$ cat config.mk
export PLATFORM = sky130hd
export DESIGN_NAME = ctl_reg_bank
export DESIGN_NICKNAME = d
export VERILOG_FILES = /design/src/rtl/cb_pkg.sv /design/src/rtl/cb_decode.sv /design/src/rtl/cb_reg.sv /design/src/rtl/ctl_reg_bank.sv
export SDC_FILE = /design/constraint.sdc
export NUM_CORES = 2
export LEC_CHECK = 0
export ABC_CLOCK_PERIOD_IN_PS = 2100
export BUFFER_PORTS_ARGS = -buffer_cell sky130_fd_sc_hd__buf_2
export CAP_MARGIN = 20
export CORE_MARGIN = 2
export CORE_UTILIZATION = 45
export DETAILED_ROUTE_END_ITERATION = 12
export PLACE_DENSITY = 0.58
export SETUP_SLACK_MARGIN = 0.1
export SYNTH_ARGS = -nofsm -noshare
export SYNTH_HDL_FRONTEND = slang
export SYNTH_SLANG_ARGS = --single-unit
$ cat constraint.sdc
create_clock -name clk_i -period 2.1 [get_ports clk_i]
set_clock_uncertainty 0.1 [all_clocks]
set_input_delay 0.42 -clock clk_i [delete_from_list [all_inputs] [get_ports clk_i]]
set_output_delay 0.42 -clock clk_i [all_outputs]
set_load 0.01 [all_outputs]
$ cat src/rtl/cb_pkg.sv
`timescale 1ns/1ps
package cb_pkg;
  localparam int SET_OFS  = 'h10;
  localparam int CLR_OFS  = 'h20;
  localparam int CFG_BASE = 'h08;
  localparam int N_PLAIN  = 4;
  localparam logic [1:0] SZ_8B = 2'd3;

  typedef enum logic [1:0] {OP_NONE, OP_WR, OP_SET, OP_CLR} op_e;

  typedef struct packed {
    logic       hit;
    logic       aliased;
    op_e        op;
    logic [3:0] slot;
  } dec_t;

  // indices of registers without aliases: status, mask, protect, lock
  function automatic int plain_idx(int p);
    case (p)
      0:       return 'h100;
      1:       return 'h101;
      2:       return 'h3FE;
      default: return 'h3FF;
    endcase
  endfunction
endpackage

$ cat src/rtl/cb_decode.sv
`timescale 1ns/1ps
module cb_decode
  import cb_pkg::*;
#(
  parameter int IDX_W  = 13,
  parameter int N_CTRL = 6,
  parameter int N_CFG  = 2
) (
  input  logic [IDX_W-1:0] idx_i,
  output dec_t             dec_o
);
  localparam int N_AL = N_CTRL + N_CFG;

  always_comb begin
    dec_o = '{hit: 1'b0, aliased: 1'b0, op: OP_NONE, slot: 4'd0};
    for (int k = 0; k < N_AL; k++) begin
      int base;
      base = (k < N_CTRL) ? k : CFG_BASE + k - N_CTRL;
      if (int'(idx_i) == base) begin
        dec_o = '{hit: 1'b1, aliased: 1'b1, op: OP_WR, slot: 4'(k)};
      end else if (int'(idx_i) == base + SET_OFS) begin
        dec_o = '{hit: 1'b1, aliased: 1'b1, op: OP_SET, slot: 4'(k)};
      end else if (int'(idx_i) == base + CLR_OFS) begin
        dec_o = '{hit: 1'b1, aliased: 1'b1, op: OP_CLR, slot: 4'(k)};
      end
    end
    for (int p = 0; p < N_PLAIN; p++) begin
      if (int'(idx_i) == plain_idx(p)) begin
        dec_o = '{hit: 1'b1, aliased: 1'b0, op: OP_WR, slot: 4'(p)};
      end
    end
  end
endmodule

$ cat src/rtl/cb_reg.sv
`timescale 1ns/1ps
module cb_reg
  import cb_pkg::*;
#(
  parameter int DATA_W = 64
) (
  input  logic              clk_i,
  input  logic              rst_ni,
  input  logic              we_i,
  input  op_e               op_i,
  input  logic [DATA_W-1:0] wdata_i,
  output logic [DATA_W-1:0] q_o
);
  always_ff @(posedge clk_i or negedge rst_ni) begin
    if (!rst_ni) begin
      q_o <= '0;
    end else if (we_i) begin
      case (op_i)
        OP_WR:   q_o <= wdata_i;
        OP_SET:  q_o <= q_o | wdata_i;
        OP_CLR:  q_o <= q_o & ~wdata_i;
        default: q_o <= q_o;
      endcase
    end
  end
endmodule

$ cat src/rtl/ctl_reg_bank.sv
`timescale 1ns/1ps
module ctl_reg_bank
  import cb_pkg::*;
#(
  parameter int ADDR_W = 16,
  parameter int DATA_W = 64,
  parameter int N_CTRL = 6,
  parameter int N_CFG  = 2
) (
  input  logic              clk_i,
  input  logic              rst_ni,
  input  logic              req_i,
  input  logic              we_i,
  input  logic [1:0]        size_i,
  input  logic [ADDR_W-1:0] addr_i,
  input  logic [DATA_W-1:0] wdata_i,
  output logic [DATA_W-1:0] rdata_o,
  output logic              err_o
);
  localparam int IDX_W = ADDR_W - 3;
  localparam int N_AL  = N_CTRL + N_CFG;

  dec_t              dec;
  logic              full_acc;
  logic              wr_hit;
  logic              rd_ok;
  logic              err_d;
  logic [DATA_W-1:0] rd_val;
  logic [DATA_W-1:0] al_q [N_AL];
  logic [DATA_W-1:0] pl_q [N_PLAIN];

  cb_decode #(
    .IDX_W (IDX_W),
    .N_CTRL(N_CTRL),
    .N_CFG (N_CFG)
  ) u_dec (
    .idx_i(addr_i[ADDR_W-1:3]),
    .dec_o(dec)
  );

  assign full_acc = (size_i == SZ_8B) && (addr_i[2:0] == 3'd0);
  assign wr_hit   = req_i && we_i && full_acc && dec.hit;
  assign rd_ok    = req_i && !we_i && full_acc && dec.hit && (dec.op == OP_WR);
  assign err_d    = req_i && (!full_acc || !dec.hit || (!we_i && dec.op != OP_WR));

  for (genvar k = 0; k < N_AL; k++) begin : g_al
    cb_reg #(.DATA_W(DATA_W)) u_reg (
      .clk_i  (clk_i),
      .rst_ni (rst_ni),
      .we_i   (wr_hit && dec.aliased && dec.slot == 4'(k)),
      .op_i   (dec.op),
      .wdata_i(wdata_i),
      .q_o    (al_q[k])
    );
  end

  for (genvar p = 0; p < N_PLAIN; p++) begin : g_pl
    cb_reg #(.DATA_W(DATA_W)) u_reg (
      .clk_i  (clk_i),
      .rst_ni (rst_ni),
      .we_i   (wr_hit && !dec.aliased && dec.slot == 4'(p)),
      .op_i   (OP_WR),
      .wdata_i(wdata_i),
      .q_o    (pl_q[p])
    );
  end

  always_comb begin
    rd_val = '1;
    for (int k = 0; k < N_AL; k++) begin
      if (dec.aliased && dec.slot == 4'(k)) rd_val = al_q[k];
    end
    for (int p = 0; p < N_PLAIN; p++) begin
      if (!dec.aliased && dec.slot == 4'(p)) rd_val = pl_q[p];
    end
  end

  always_ff @(posedge clk_i or negedge rst_ni) begin
    if (!rst_ni) begin
      rdata_o <= '0;
      err_o   <= 1'b0;
    end else begin
      err_o <= err_d;
      if (req_i && !we_i) rdata_o <= rd_ok ? rd_val : '1;
    end
  end
endmodule

[Yosys cells after proc, flatten, opt, wreduce, memory -nomap -nowiden]
Index checks and enable logic that the tools add are counted.
Storage, ports and cells
  register bits: 833
  bits in latches: 0
  RAM bits: 0
  ROM bits: 0
  bits of input ports: 86
  output and inout bits: 65
  logic and storage cells: 173
  memories kept: 0
Cells by class
  $add $sub $neg: 0
  $mul: 0
  divide/modulo/power cells: 0
  $lt $le $gt $ge: 0
  equality and inequality tests: 39
  shift-type cells: 0
  mux-type cells: 49
  bitwise operators: 17
  reduce and logical (&&, ||, !) cells: 54
Operator list (number)
  one-hot mux 64 bit (3 select lines): 8
  two-way mux 64 bit: 13
  AND 64 bit: 8
  OR 64 bit: 8
  two-way mux 8 bit: 28
  == test 13 x 6 -> 1 bit, second input constant: 8
  == test 13 x 7 -> 1 bit, second input constant: 8
  NOT 64 bit: 1
  logical AND 1 bit: 36
  == test 13 x 10 -> 1 bit, second input constant: 2
  == test 13 x 11 -> 1 bit, second input constant: 2
  == test 13 x 3 -> 1 bit, second input constant: 2
  == test 13 x 4 -> 1 bit, second input constant: 2
  == test 13 x 5 -> 1 bit, second input constant: 2
  == test 4 x 3 -> 1 bit, second input constant: 4
  AND reduction 2 bit: 8
  == test 13 x 2 -> 1 bit, second input constant: 1
  zero test 13 bit: 1
  == test 4 x 2 -> 1 bit, second input constant: 2
  == test 2 bit, second input constant: 3
  == test 4 x 1 -> 1 bit, second input constant: 1
  zero test 1 bit: 4
  zero test 4 bit: 1
  zero test 3 bit: 1
  other kinds (4): 5

[Logic depth before layout (Yosys ltp)]
  depth in word-level cells: 44
  gate-level depth with buffers: 11
  gate-level depth less buffers: 6

[Hierarchy]
From an unflattened synthesis, not the netlist that was laid out.
Second synthesis, totals
  cell total of the unflattened synthesis: 5772
  area total of the unflattened synthesis: 53859.2 um^2
By module, submodules not included
  cb_reg: instances 12, cells an instance 356, area an instance 3606.0 um^2, seq. area each 1601.5 um^2
  ctl_reg_bank: instances 1, cells an instance 1472, area an instance 10415.0 um^2, seq. area each 1626.6 um^2
  cb_decode: instances 1, cells an instance 28, area an instance 172.7 um^2, seq. area each 0.0 um^2

[Least setup slack after synthesis]
Ideal clock, no wire load.
  path type: input port to flip-flop
  start: input addr_i[15]
  end: register rdata_o[30]
  library setup time: 0.137 ns
  arrival time: 2.620 ns
  required time: 1.863 ns
  slack: -0.757 ns
  stages: 11
  buffers on the path: 5
  cell sequence: or3_1 > clkbuf_2 > or4_4 > buf_6 > and3_1 > clkbuf_1 > buf_2 > buf_2 > a222oi_1 > a21boi_1 > a21oi_1
Between the ends
  longest elaborated chain between the ends: 43
  elaborated cells between the ends (all ways): 93
  classes of those cells: eq/ne (35); mux (41); reduce/logical (17)
RTL lines
  start, declared: line ctl_reg_bank.sv:15  | input logic [ADDR_W-1:0] addr_i,
  == test 13 x 6 -> 1 bit / == test 13 x 7 -> 1 bit (equally long branches): line cb_decode.sv:21, cb_decode.sv:23
  two-way mux 8 bit (on tied branches): line cb_decode.sv:21, cb_decode.sv:23
  two-way mux 8 bit (on tied branches): line cb_decode.sv:19, cb_decode.sv:21
  two-way mux 8 bit (on tied branches): line cb_decode.sv:23, cb_decode.sv:19
  two-way mux 8 bit (on tied branches): line cb_decode.sv:21, cb_decode.sv:23
  two-way mux 8 bit (on tied branches): line cb_decode.sv:19, cb_decode.sv:21
  two-way mux 8 bit (on tied branches): line cb_decode.sv:23, cb_decode.sv:19
  two-way mux 8 bit (on tied branches): line cb_decode.sv:21, cb_decode.sv:23
  (+16 left out)
  two-way mux 8 bit (on tied branches): line cb_decode.sv:28, cb_decode.sv:19
  two-way mux 8 bit (2 in a row): line cb_decode.sv:28  | if (int'(idx_i) == plain_idx(p)) begin
  two-way mux 8 bit (*): line cb_decode.sv:28
  zero test 4 bit / two-way mux 8 bit (equally long branches): line ctl_reg_bank.sv:71, ctl_reg_bank.sv:74, cb_decode.sv:28
  logical AND 1 bit: line ctl_reg_bank.sv:71  | if (dec.aliased && dec.slot == 4'(k)) rd_val = al_q[k];
  two-way mux 64 bit (8 in a row): line ctl_reg_bank.sv:71
  two-way mux 64 bit (4 in a row): line ctl_reg_bank.sv:74  | if (!dec.aliased && dec.slot == 4'(p)) rd_val = pl_q[p];
  two-way mux 64 bit (*): line ctl_reg_bank.sv:84  | if (req_i && !we_i) rdata_o <= rd_ok ? rd_val : '1;
  end signal, assigned: line ctl_reg_bank.sv:84
  end, declared: line ctl_reg_bank.sv:17  | output logic [DATA_W-1:0] rdata_o,
Mark *: on every way between the ends. The rest lies on a longest branch, timed or not.
A chain may end at the register's enable or synchronous reset.

[Final worst setup path]
  start: input addr_i[15]
  end: register rdata_o[62]
Same word-level chain as after synthesis.

==> key figures <==
Setup path
  • Critical Path Fanout Max: 8
  • CP Launch Point: addr_i[15]
  • WS Path Type: input port to flop
  • R2R Path Start: g_al[6].u_reg.q_o[63]
  • Data arrival time of the critical path: 2.63 ns
  • Critical Path Start Type: input port
  • Critical Path RT: 2.53 ns
  • RR Endpoint: rdata_o[63]
  • Crit end category: flop
  • R2r worst-path depth: 6
  • Flop2flop setup slack: 0.38 ns

Logic synthesis
  • Syn avg cell area: 9.54 µm²
  • Number of flops mapped to enable cells by yosys: 0
  • Synth cell count leaders: nand2_1 (1081), dfrtp_1 (833), o21ai_0 (591)
  • Leading area contributor after synthesis: dfrtp_1
  • Number of synthesized register bits: 833
  • Async set or reset register ratio after synthesis: 100%
  • Synth cell types: 71
  • Post-synth top flop: dfrtp_1
  • YS warnings: 0
  • Netlist Area Pre-Place: 0.0392 mm²
  • Area contributors post-synth: dfrtp_1 (53%), nand2_1 (10%), o21ai_0 (7.5%)
  • Count leader, synth: nand2_1
  • Synth Net Count: 4198
  • Part of the Yosys area used for sequential elements: 53.2%
  • Synth top area share: 53.2%
  • Synth Instances: 4112

Outcome
  • Status: finished with violations
  • Failing checks: negative setup slack

STA
  • Final worst path period need: 2.20 ns
  • Final WS setup: -0.0998 ns
  • Relative slew slack: 56.1%
  • Slew Viols, Final: 0
  • RSZ-0062 raised after global routing: yes
  • Final Cycle Share: 105%
  • Worst Max-Slew Pin Slew: 0.658 ns
  • Final hold violation count: 0
  • Setup violators final: 492
  • Fmax: 0.455 GHz

Clocking
  • CTS Buffer Depth: 3
  • CTS tree: yes
  • H-tree levels: 3
  • Clk Latency, worst-skew pair: 0.65 ns
  • CTS sink cnt: 833
  • Total CTS buffers: 91
  • Clock-pin slew on the worst setup and hold paths: 0.06 ns
  • Root Driver: clkbuf_16

Placed design
  • PortBufs: 150
  • Worst Setup Slack post-DPL: -0.866 ns
  • Post-DP HPWL: 93.1 mm
  • Cells after DPL: 5512
  • Gpl congestion: 0.895

Hold path
  • Min-delay src: wdata_i[51]
  • Min-delay worst type: input port to flop
  • Hold path cells: 3
  • Hold Path End: g_al[4].u_reg.q_o[51]

Routing
  • 1st-pass router iterations: 7
  • Antenna viol nets, final: 0
  • Via/cell ratio: 6.04
  • DR iter-0 viols: 3858
  • # DRC: 0
  • Via count: 34700
  • DR WL/cell: 26.3 µm
  • Routed WL: 151 mm

Finish
  • Final #Nets: 4615
  • Number of fill cells in the layout: 7504
  • Non-filler cells in the finished layout: 5753
  • Share of layout cells above drive strength 1: 25.4%
  • Post-Route Utilization: 57.4%
  • Syn-to-layout area delta: 26.8%

Floorplan
  • Die width: 299 µm
  • Core area: 0.0866 mm²
  • Die area: 0.0895 mm²
  • Initial Util: 45.3%
  • Die Ht: 299 µm
  • IO Pins: 151
  • Rows: 108

GRT
  • Pin count of the biggest net entering global routing: 83
  • First-pass GRT wire length: 222 mm
  • Grt total ovfl: 0
  • Gr usage total: 32.9%
  • Vias in the first global route: 33500
  • Initial antenna violation count: 6

Pwr
  • Pleak: 25.5 nW
  • PwrDens: 689 mW/mm²
  • Max VDD drop: 635 µV

Run
  • Max Cap Violations: 0
## kinds of logic (layout without fill, tap and decap cells)
family	count (synthesis)	in the layout	share of synthesized area (%)
compound gates	1152	1152	18.3
other cells	0	3	0
buf+inv	351	834	4.60
mux	312	312	8.85
simple gates	1462	1462	15.1
xor+xnor	1	1	0.0223
fa+ha+maj	1	1	0.0255
flops	833	833	53.2
## placed cells by master (no fill, tap or decap), drive strengths merged, types with 37 or more instances in the layout
cell    instances
dfrtp         833
a21oi         105
mux2i          45
a222oi         49
mux2          266
nor2          221
o21ai         592
a31oi          38
clkbuf        146
nand2        1081
o22ai         133
buf           642
nor3           37
## routing by layer
metal / global-route usage, % / share of wire, % / vias to the layer above / wire length, µm
met3: 7.26 / 11 / 303 / 16200
met5: 0 / 0.017 / - / 26
met2: 48.9 / 43 / 1773 / 65500
met1: 47.9 / 43 / 17400 / 64900
li1: - / - / 15200 / -
met4: 10.8 / 3.2 / 4 / 4850
## state kept, by name (all words and copies together), names as in the netlist
register and flops:
rdata_o 64, g_al.u_reg.q_o 512, err_o 1, g_pl.u_reg.q_o 256
## repair_timing
item	4_1_cts	5_1_grt
hold buffers	13	0
buffers inserted	33	9
setup endpoints to repair	828	827
gates resized for setup	154	87
gates cloned	13	14
pin swaps	125	38
endpoints found under the hold margin	219	0
## cell type report
cell class / instances / area, µm² / area share (%)
Clock inverter: 23 / 255 / 0.513
Clock buffer: 136 / 2730 / 5.49
Inverter: 7 / 26.3 / 0.0529
Tap cell: 1155 / 1450 / 2.91
Antenna cell: 3 / 7.51 / 0.0151
Sequential cell: 833 / 20800 / 41.9
Multi-Input combinational cell: 2928 / 17200 / 34.6
Timing Repair Buffer: 668 / 7180 / 14.5
## power by group
| group | leakage [nW] | internal (mW) | switching (mW) |
|---|---|---|---|
| Sequential | 11.3 | 16.1 | 0.000584 |
| Combinational | 12.7 | 0.653 | 1.29 |
| Clock | 1.47 | 9.54 | 6.72 |
| Total | 25.5 | 26.2 | 8.01 |
## per-stage QoR
step / power, mW / hold WS [ns] / instance area, µm² / TNS, ns
final: 34.3 / 0.0245 / 49700 / -15.27
after global routing: 35.2 / 0.0213 / 49700 / -41.76
after CTS: 34.4 / 0.00279 / 49000 / -0.218
after detailed placement: 18.2 / 0.274 / 44900 / -609.42
after global placement: 18.2 / 0.274 / 44900 / -600.65
after floorplan: 17.0 / 0.0244 / 39400 / -507.24
## worst max path at each step
| stage | to | slack, ns | cells past startpoint |
|---|---|---|---|
| finish | rdata_o[62] | -0.1 | 9 |
| floorplan | g_al[0].u_reg.q_o[10] | -0.65 | 9 |
| global route | g_al[4].u_reg.q_o[9] | -0.16 | 13 |
| CTS | rdata_o[62] | -0.02 | 9 |
| global placement | rdata_o[62] | -0.80 | 9 |
| detailed placement | rdata_o[58] | -0.87 | 9 |
## worst max-delay path, cell delays in order
cell and delay, ns:
buf_8 0.10, or3_4 0.39, or4_4 0.55, and3_4 0.26
buf_12 0.18, buf_12 0.15, a221o_1 0.31, o22ai_2 0.18
a21oi_2 0.07
Note: power is estimated with default switching activity, not from simulation.
